===== src/rtl/lcl_pkg.sv =====
`timescale 1ns/1ps
package lcl_pkg;
  localparam int LE_COUNT  = 4;
  localparam int LUT_K     = 4;
  localparam int SRC_COUNT = 12;
  localparam int CTX_COUNT = 16;
  localparam int CFG_W     = 16;
  localparam int DWELL_W   = 4;

  localparam int CTX_W        = $clog2(CTX_COUNT);
  localparam int LUT_BITS     = 1 << LUT_K;
  localparam int XB_BITS      = LUT_K * SRC_COUNT;
  localparam int LE_CFG_BITS  = LUT_BITS + XB_BITS;
  localparam int WORDS_PER_LE = LE_CFG_BITS / CFG_W;
  localparam int WORD_FB      = LE_COUNT * WORDS_PER_LE;
  localparam int WORD_SEQ     = WORD_FB + 1;
  localparam int ROWS         = WORD_FB + 1;
  localparam int WORD_W       = $clog2(WORD_SEQ + 1);
  localparam int ADDR_W       = CTX_W + WORD_W;
  localparam int FB_BASE      = SRC_COUNT - LE_COUNT;
  localparam int OUT_W        = 2 * LE_COUNT;

  typedef struct packed {
    logic              cfgWr;
    logic [CTX_W-1:0]  cfgCtx;
    logic [WORD_W-1:0] cfgWord;
    logic [CFG_W-1:0]  cfgData;
    logic [CTX_W-1:0]  ctx;
    logic              run;
  } strobe_t;
endpackage


===== src/rtl/lcl_xbar.sv =====
`timescale 1ns/1ps
module lcl_xbar
  import lcl_pkg::*;
(
  input  logic [SRC_COUNT-1:0] src,
  input  logic [XB_BITS-1:0]   cfg,
  output logic [LUT_K-1:0]     pick
);
  // one column per LUT input; zero set bits give 0, several give OR
  for (genvar c = 0; c < LUT_K; c++) begin : g_col
    assign pick[c] = |(src & cfg[c*SRC_COUNT +: SRC_COUNT]);
  end
endmodule


===== src/rtl/lcl_le.sv =====
`timescale 1ns/1ps
module lcl_le
  import lcl_pkg::*;
(
  input  logic                clk,
  input  logic                clr,
  input  logic [LUT_BITS-1:0] truth,
  input  logic [LUT_K-1:0]    pick,
  output logic                comb,
  output logic                q
);
  assign comb = truth[pick];

  always_ff @(posedge clk) begin
    if (clr) q <= 1'b0;
    else     q <= comb;
  end
endmodule


===== src/rtl/lcl_ctrl.sv =====
`timescale 1ns/1ps
module lcl_ctrl
  import lcl_pkg::*;
(
  input  logic               clk,
  input  logic               rst,
  input  logic               cfgWe,
  input  logic [ADDR_W-1:0]  cfgAddr,
  input  logic [CFG_W-1:0]   cfgData,
  output strobe_t            strobe,
  output logic [CTX_W-1:0]   lastCtx,
  output logic [DWELL_W-1:0] dwell
);
  localparam logic [WORD_W-1:0] FB_IDX  = WORD_W'(WORD_FB);
  localparam logic [WORD_W-1:0] SEQ_IDX = WORD_W'(WORD_SEQ);

  logic [WORD_W-1:0]  word;
  logic [CTX_W-1:0]   ctxSel;
  logic [CTX_W-1:0]   ctxQ;
  logic [DWELL_W-1:0] dwellCnt;

  assign word   = cfgAddr[WORD_W-1:0];
  assign ctxSel = cfgAddr[ADDR_W-1 -: CTX_W];

  // schedule register, writable only inside the reset window
  always_ff @(posedge clk) begin
    if (rst && cfgWe && word == SEQ_IDX) begin
      lastCtx <= cfgData[CTX_W-1:0];
      dwell   <= cfgData[CTX_W +: DWELL_W];
    end
  end

  // shared context pointer
  always_ff @(posedge clk) begin
    if (rst) begin
      ctxQ     <= '0;
      dwellCnt <= '0;
    end else if (dwellCnt == dwell) begin
      dwellCnt <= '0;
      ctxQ     <= (ctxQ == lastCtx) ? '0 : ctxQ + 1'b1;
    end else begin
      dwellCnt <= dwellCnt + 1'b1;
    end
  end

  always_comb begin
    strobe.cfgWr   = rst && cfgWe && (word <= FB_IDX);
    strobe.cfgCtx  = ctxSel;
    strobe.cfgWord = word;
    strobe.cfgData = cfgData;
    strobe.ctx     = ctxQ;
    strobe.run     = !rst;
  end
endmodule


===== src/rtl/lcl_datapath.sv =====
`timescale 1ns/1ps
module lcl_datapath
  import lcl_pkg::*;
(
  input  logic                 clk,
  input  strobe_t              strobe,
  input  logic [SRC_COUNT-1:0] clusterIn,
  output logic [OUT_W-1:0]     clusterOut
);
  logic [CFG_W-1:0]     store [CTX_COUNT][ROWS];
  logic [LE_COUNT-1:0]  fbMask;
  logic [LE_COUNT-1:0]  combV;
  logic [LE_COUNT-1:0]  regV;
  logic [SRC_COUNT-1:0] src;
  logic                 clr;

  assign clr = !strobe.run;

  always_ff @(posedge clk) begin
    if (strobe.cfgWr) store[strobe.cfgCtx][strobe.cfgWord] <= strobe.cfgData;
  end

  assign fbMask = store[strobe.ctx][WORD_FB][LE_COUNT-1:0];

  // source lines: the top LE_COUNT may be replaced by registered feedback
  for (genvar s = 0; s < SRC_COUNT; s++) begin : g_src
    if (s >= FB_BASE) begin : g_fb
      assign src[s] = fbMask[s-FB_BASE] ? regV[s-FB_BASE] : clusterIn[s];
    end else begin : g_ext
      assign src[s] = clusterIn[s];
    end
  end

  for (genvar e = 0; e < LE_COUNT; e++) begin : g_le
    logic [LE_CFG_BITS-1:0] leCfg;
    logic [LUT_K-1:0]       pick;

    for (genvar w = 0; w < WORDS_PER_LE; w++) begin : g_word
      assign leCfg[w*CFG_W +: CFG_W] = store[strobe.ctx][e*WORDS_PER_LE + w];
    end

    lcl_xbar u_xbar (
      .src  (src),
      .cfg  (leCfg[LUT_BITS +: XB_BITS]),
      .pick (pick)
    );

    lcl_le u_le (
      .clk   (clk),
      .clr   (clr),
      .truth (leCfg[LUT_BITS-1:0]),
      .pick  (pick),
      .comb  (combV[e]),
      .q     (regV[e])
    );

    assign clusterOut[2*e]   = combV[e];
    assign clusterOut[2*e+1] = regV[e];
  end
endmodule


===== src/rtl/lcl_cluster.sv =====
`timescale 1ns/1ps
module lcl_cluster
  import lcl_pkg::*;
(
  input  logic                 clk,
  input  logic                 rst,
  input  logic                 cfgWe,
  input  logic [ADDR_W-1:0]    cfgAddr,
  input  logic [CFG_W-1:0]     cfgData,
  input  logic [SRC_COUNT-1:0] clusterIn,
  output logic [OUT_W-1:0]     clusterOut
);
  strobe_t            strobe;
  logic [CTX_W-1:0]   lastCtx;
  logic [DWELL_W-1:0] dwell;
  logic [CTX_W-1:0]   ctxNow;

  assign ctxNow = strobe.ctx;

  lcl_ctrl u_ctrl (
    .clk     (clk),
    .rst     (rst),
    .cfgWe   (cfgWe),
    .cfgAddr (cfgAddr),
    .cfgData (cfgData),
    .strobe  (strobe),
    .lastCtx (lastCtx),
    .dwell   (dwell)
  );

  lcl_datapath u_dp (
    .clk        (clk),
    .strobe     (strobe),
    .clusterIn  (clusterIn),
    .clusterOut (clusterOut)
  );
endmodule


===== config.mk =====
export PLATFORM = sky130hd
export DESIGN_NAME = lcl_cluster
export DESIGN_NICKNAME = d
export VERILOG_FILES = /design/src/rtl/lcl_pkg.sv /design/src/rtl/lcl_xbar.sv /design/src/rtl/lcl_le.sv /design/src/rtl/lcl_ctrl.sv /design/src/rtl/lcl_datapath.sv /design/src/rtl/lcl_cluster.sv
export SDC_FILE = /design/constraint.sdc
export NUM_CORES = 2
export LEC_CHECK = 0
export BUFFER_PORTS_ARGS = -buffer_cell sky130_fd_sc_hd__buf_2
export CORE_UTILIZATION = 35
export DETAILED_ROUTE_END_ITERATION = 10
export PLACE_DENSITY = 0.51
export SLEW_MARGIN = 10
export SYNTH_ARGS = -nofsm -noshare
export SYNTH_HDL_FRONTEND = slang
export SYNTH_HIERARCHICAL = 1
export SYNTH_MEMORY_MAX_BITS = 65536
export SYNTH_SLANG_ARGS = --single-unit

===== constraint.sdc =====
create_clock -name clk -period 4.75 [get_ports clk]
set_input_delay 0.2375 -clock clk [delete_from_list [all_inputs] [get_ports clk]]
set_output_delay 0.2375 -clock clk [all_outputs]
set_load 0.03 [all_outputs]

==> flow_summary.json <==
{
  "hold_class": "in -> reg",
  "gp_congestion": 0.761,
  "ys_warn_count": 6,
  "worstPathRequired_ps": 4510,
  "worstRegToRegCells": 20,
  "skew_ps": 37.0,
  "setup_viol": 4,
  "dr.first_iter.drc_count": 7613,
  "p_per_area_mw_per_mm2": 418,
  "n_fill_cell": 39400,
  "critical_path.max_stage_delay_ps": 380,
  "ioPinCount": 48,
  "htree_levels": 5,
  "syn_nets": 6834,
  "insertion_delay_ps": 990,
  "finalHoldViolCount": 0,
  "core_area_mm2": 0.457,
  "antenna_found_initial": 28,
  "ys_seq_elements": 4180,
  "ys_seq_area_frac": 0.780,
  "cts-buffers-inserted": 425,
  "dpl.hpwl_um": 232000,
  "crit_buf_inv": 6,
  "synth_area_mm2": 0.161,
  "cts.sinks": 4180,
  "start_util": 0.352,
  "yosysUniqueCellTypes": 41,
  "layout_commonest_cell": "edfxtp_1",
  "fin_crit_sh": 1.06,
  "critPathSlowestCell": "dfxtp_4",
  "grt_pass1_wl_um": 607000,
  "final_layout_size_suffix_gt1_frac": 0.363,
  "route.detailed.drc": 2,
  "crit_path_max_fanout": 31,
  "cts_root_buf": "clkbuf_16",
  "cts.clk_slew.worst_paths_ps": 60,
  "tns_ps": -983,
  "cp.depth": 14,
  "area_growth_pct": 18.4,
  "grt_pass1_vias": 77600,
  "grt_max_degree": 186,
  "status": "finished with violations",
  "dieArea_mm2": 0.462,
  "vias_per_cell": 5.36,
  "avgSynthCellArea_um2": 23.7,
  "slew-limit-headroom": 0.193,
  "die_w_um": 680,
  "synth_flop_cell": "edfxtp_1",
  "worstSetupStartpointType": "flip-flop",
  "worst_pin_slew_ps": 1210,
  "row_count": 248,
  "crit_type": "reg -> out",
  "cts_tree": "built",
  "setup_ws_ps": -268,
  "clockBufferDepth": 4,
  "routedWlPerCell_um": 30.6,
  "fin_crit_ps": 5020,
  "die_h_um": 680,
  "drv_cap": 0,
  "violations": "DRC, setup timing",
  "cp-end-kind": "output pin",
  "routed_wirelength_um": 432000,
  "peakVddDrop_uv": 317,
  "arrival_ps": 4780,
  "hold_depth": 4,
  "synth_cells": 6792,
  "numPortBuffers": 47,
  "drtPass1Iterations": 8,
  "mostFrequentLayoutCells": "edfxtp_1, mux4_2, buf_4",
  "dp_cells": 13200,
  "via_count": 75800,
  "grt_overflow": 0,
  "slew_viol_final": 0,
  "leakage_nw": 57.5,
  "timing.fmax_ghz": 0.199,
  "final_nets": 7694,
  "final_cells": 14100,
  "cpLargestDelayFamily": "buffers and inverters",
  "path_cells": "buf_4 > buf_12 > buf_12 > buf_4 > buf_6 > mux4_2 > mux2i_1 > a21oi_1 > a22o_1 > a221oi_2 > nand3_2 > mux2i_4 > a21oi_4 > buf_6",
  "synth-edff-count": 4168,
  "track_usage": 0.184,
  "rsz0062_at_grt": "yes",
  "detail-route-antenna-nets": 0,
  "synth_async_sr_flop_share": 0
}
==> synth_stat cells, drive strengths merged, types with 2 or more instances <==
library cell / count / area [um^2]
a221oi: 48 / 621
a21oi: 130 / 651
mux4: 1188 / 26800
a22o: 48 / 430
mux2i: 132 / 1320
nor2: 283 / 1060
edfxtp: 4168 / 125000
buf: 221 / 1360
ha: 2 / 25.0
mux2: 4 / 45.0
inv: 6 / 22.5
nand2: 41 / 154
nand2b: 10 / 62.6
xor2: 5 / 51.3
dfxtp: 12 / 240
nor2b: 132 / 826
clkbuf: 177 / 664
xnor2: 6 / 52.6
a32o: 2 / 20.0
nand3: 27 / 135
o21ai: 6 / 30.0
o22ai: 5 / 31.3
a211oi: 128 / 961
nor3: 2 / 10.0
==> routing by layer <==
layer	GRT usage	routed length (um)	part of all wire	vias up
met5	0	0	0	-
met4	0.0502	11900	0.027	0
met3	0.0245	24200	0.056	565
met2	0.304	213000	0.49	2403
met1	0.256	183000	0.42	41900
li1	-	-	-	31000
==> worst min-delay path, cell delays in order <==
cell	delay, ps
buf_2	170
nand4_1	160
buf_4	320
nor2_2	110
==> sequential cells by signal, indices dropped and copies added, names as in the netlist <==
signal	count
u_ctrl/lastCtx	4
u_dp/store	4160
u_dp/g_le.u_le/q	4
u_ctrl/dwell	4
u_ctrl/dwellCnt	4
u_ctrl/ctxQ	4
==> through the flow <==
step | total power (W) | setup WS (ps) | area, um^2 | util | hold slack (ps)
final | 0.0797 | -268 | 190000 | 0.417 | 226
after global routing | 0.0820 | -394 | 190000 | 0.417 | 204
after CTS | 0.0803 | -416 | 190000 | 0.416 | 147
after detailed placement | 0.0466 | 8.55 | 173000 | 0.378 | 477
after global placement | 0.0466 | -92.1 | 173000 | 0.378 | 462
after floorplan | 0.0446 | 927 | 161000 | - | 336
==> final cells by class <==
class                   count  area [um^2]  area share
clock inverters           247         2430      0.0128
multi-input cells        2209        34600       0.182
clock buffers             537        11200      0.0588
inverters                   6         22.5    0.000118
well taps                6125         7660      0.0402
flip-flops and latches   4180       125000       0.659
repair buffers            830         9080      0.0477
diodes                     15         37.5    0.000197
==> kinds of logic after synthesis <==
kind of cell | after synthesis | share of synthesized area
DFF | 4180 | 0.780
buffers and inverters | 404 | 0.0127
adders and majority gates | 2 | 0.000156
muxes | 1324 | 0.175
AOI/OAI and AO/OA | 370 | 0.0173
and+or+nand+nor | 501 | 0.0144
xor gates and xnor gates | 11 | 0.000646
==> power breakdown <==
group	leakage (nW)	total, W	switching (W)	internal, W
registers	37.5	0.0406	0.0000351	0.0406
clock network	6.65	0.0330	0.0141	0.0189
logic	13.3	0.00601	0.00317	0.00285
==> final timing paths <==
kind                                                       end  slack, ps                          start
worst min register to register   u_ctrl/dwellCnt[0]$_SDFF_PP0_        500  u_ctrl/dwellCnt[0]$_SDFF_PP0_
worst min-delay path              u_dp/store[15][32]$_DFFE_PP_        230                     cfgAddr[6]
worst max register to register  u_dp/g_le[3].u_le/q$_SDFF_PP0_        260    u_ctrl/ctxQ[1]$_SDFFE_PP0N_
worst max-delay path                             clusterOut[6]       -270    u_ctrl/ctxQ[1]$_SDFFE_PP0N_
==> repair_timing <==
action                      CTS  global route
cloned                       35             5
setup endpoints to repair     4             4
hold buffers                 20             0
pin swaps                    32            21
setup buffers               125            25
gates resized for setup     216            48
hold endpoints to repair   1668             0
(Power assumes the default switching activity.)
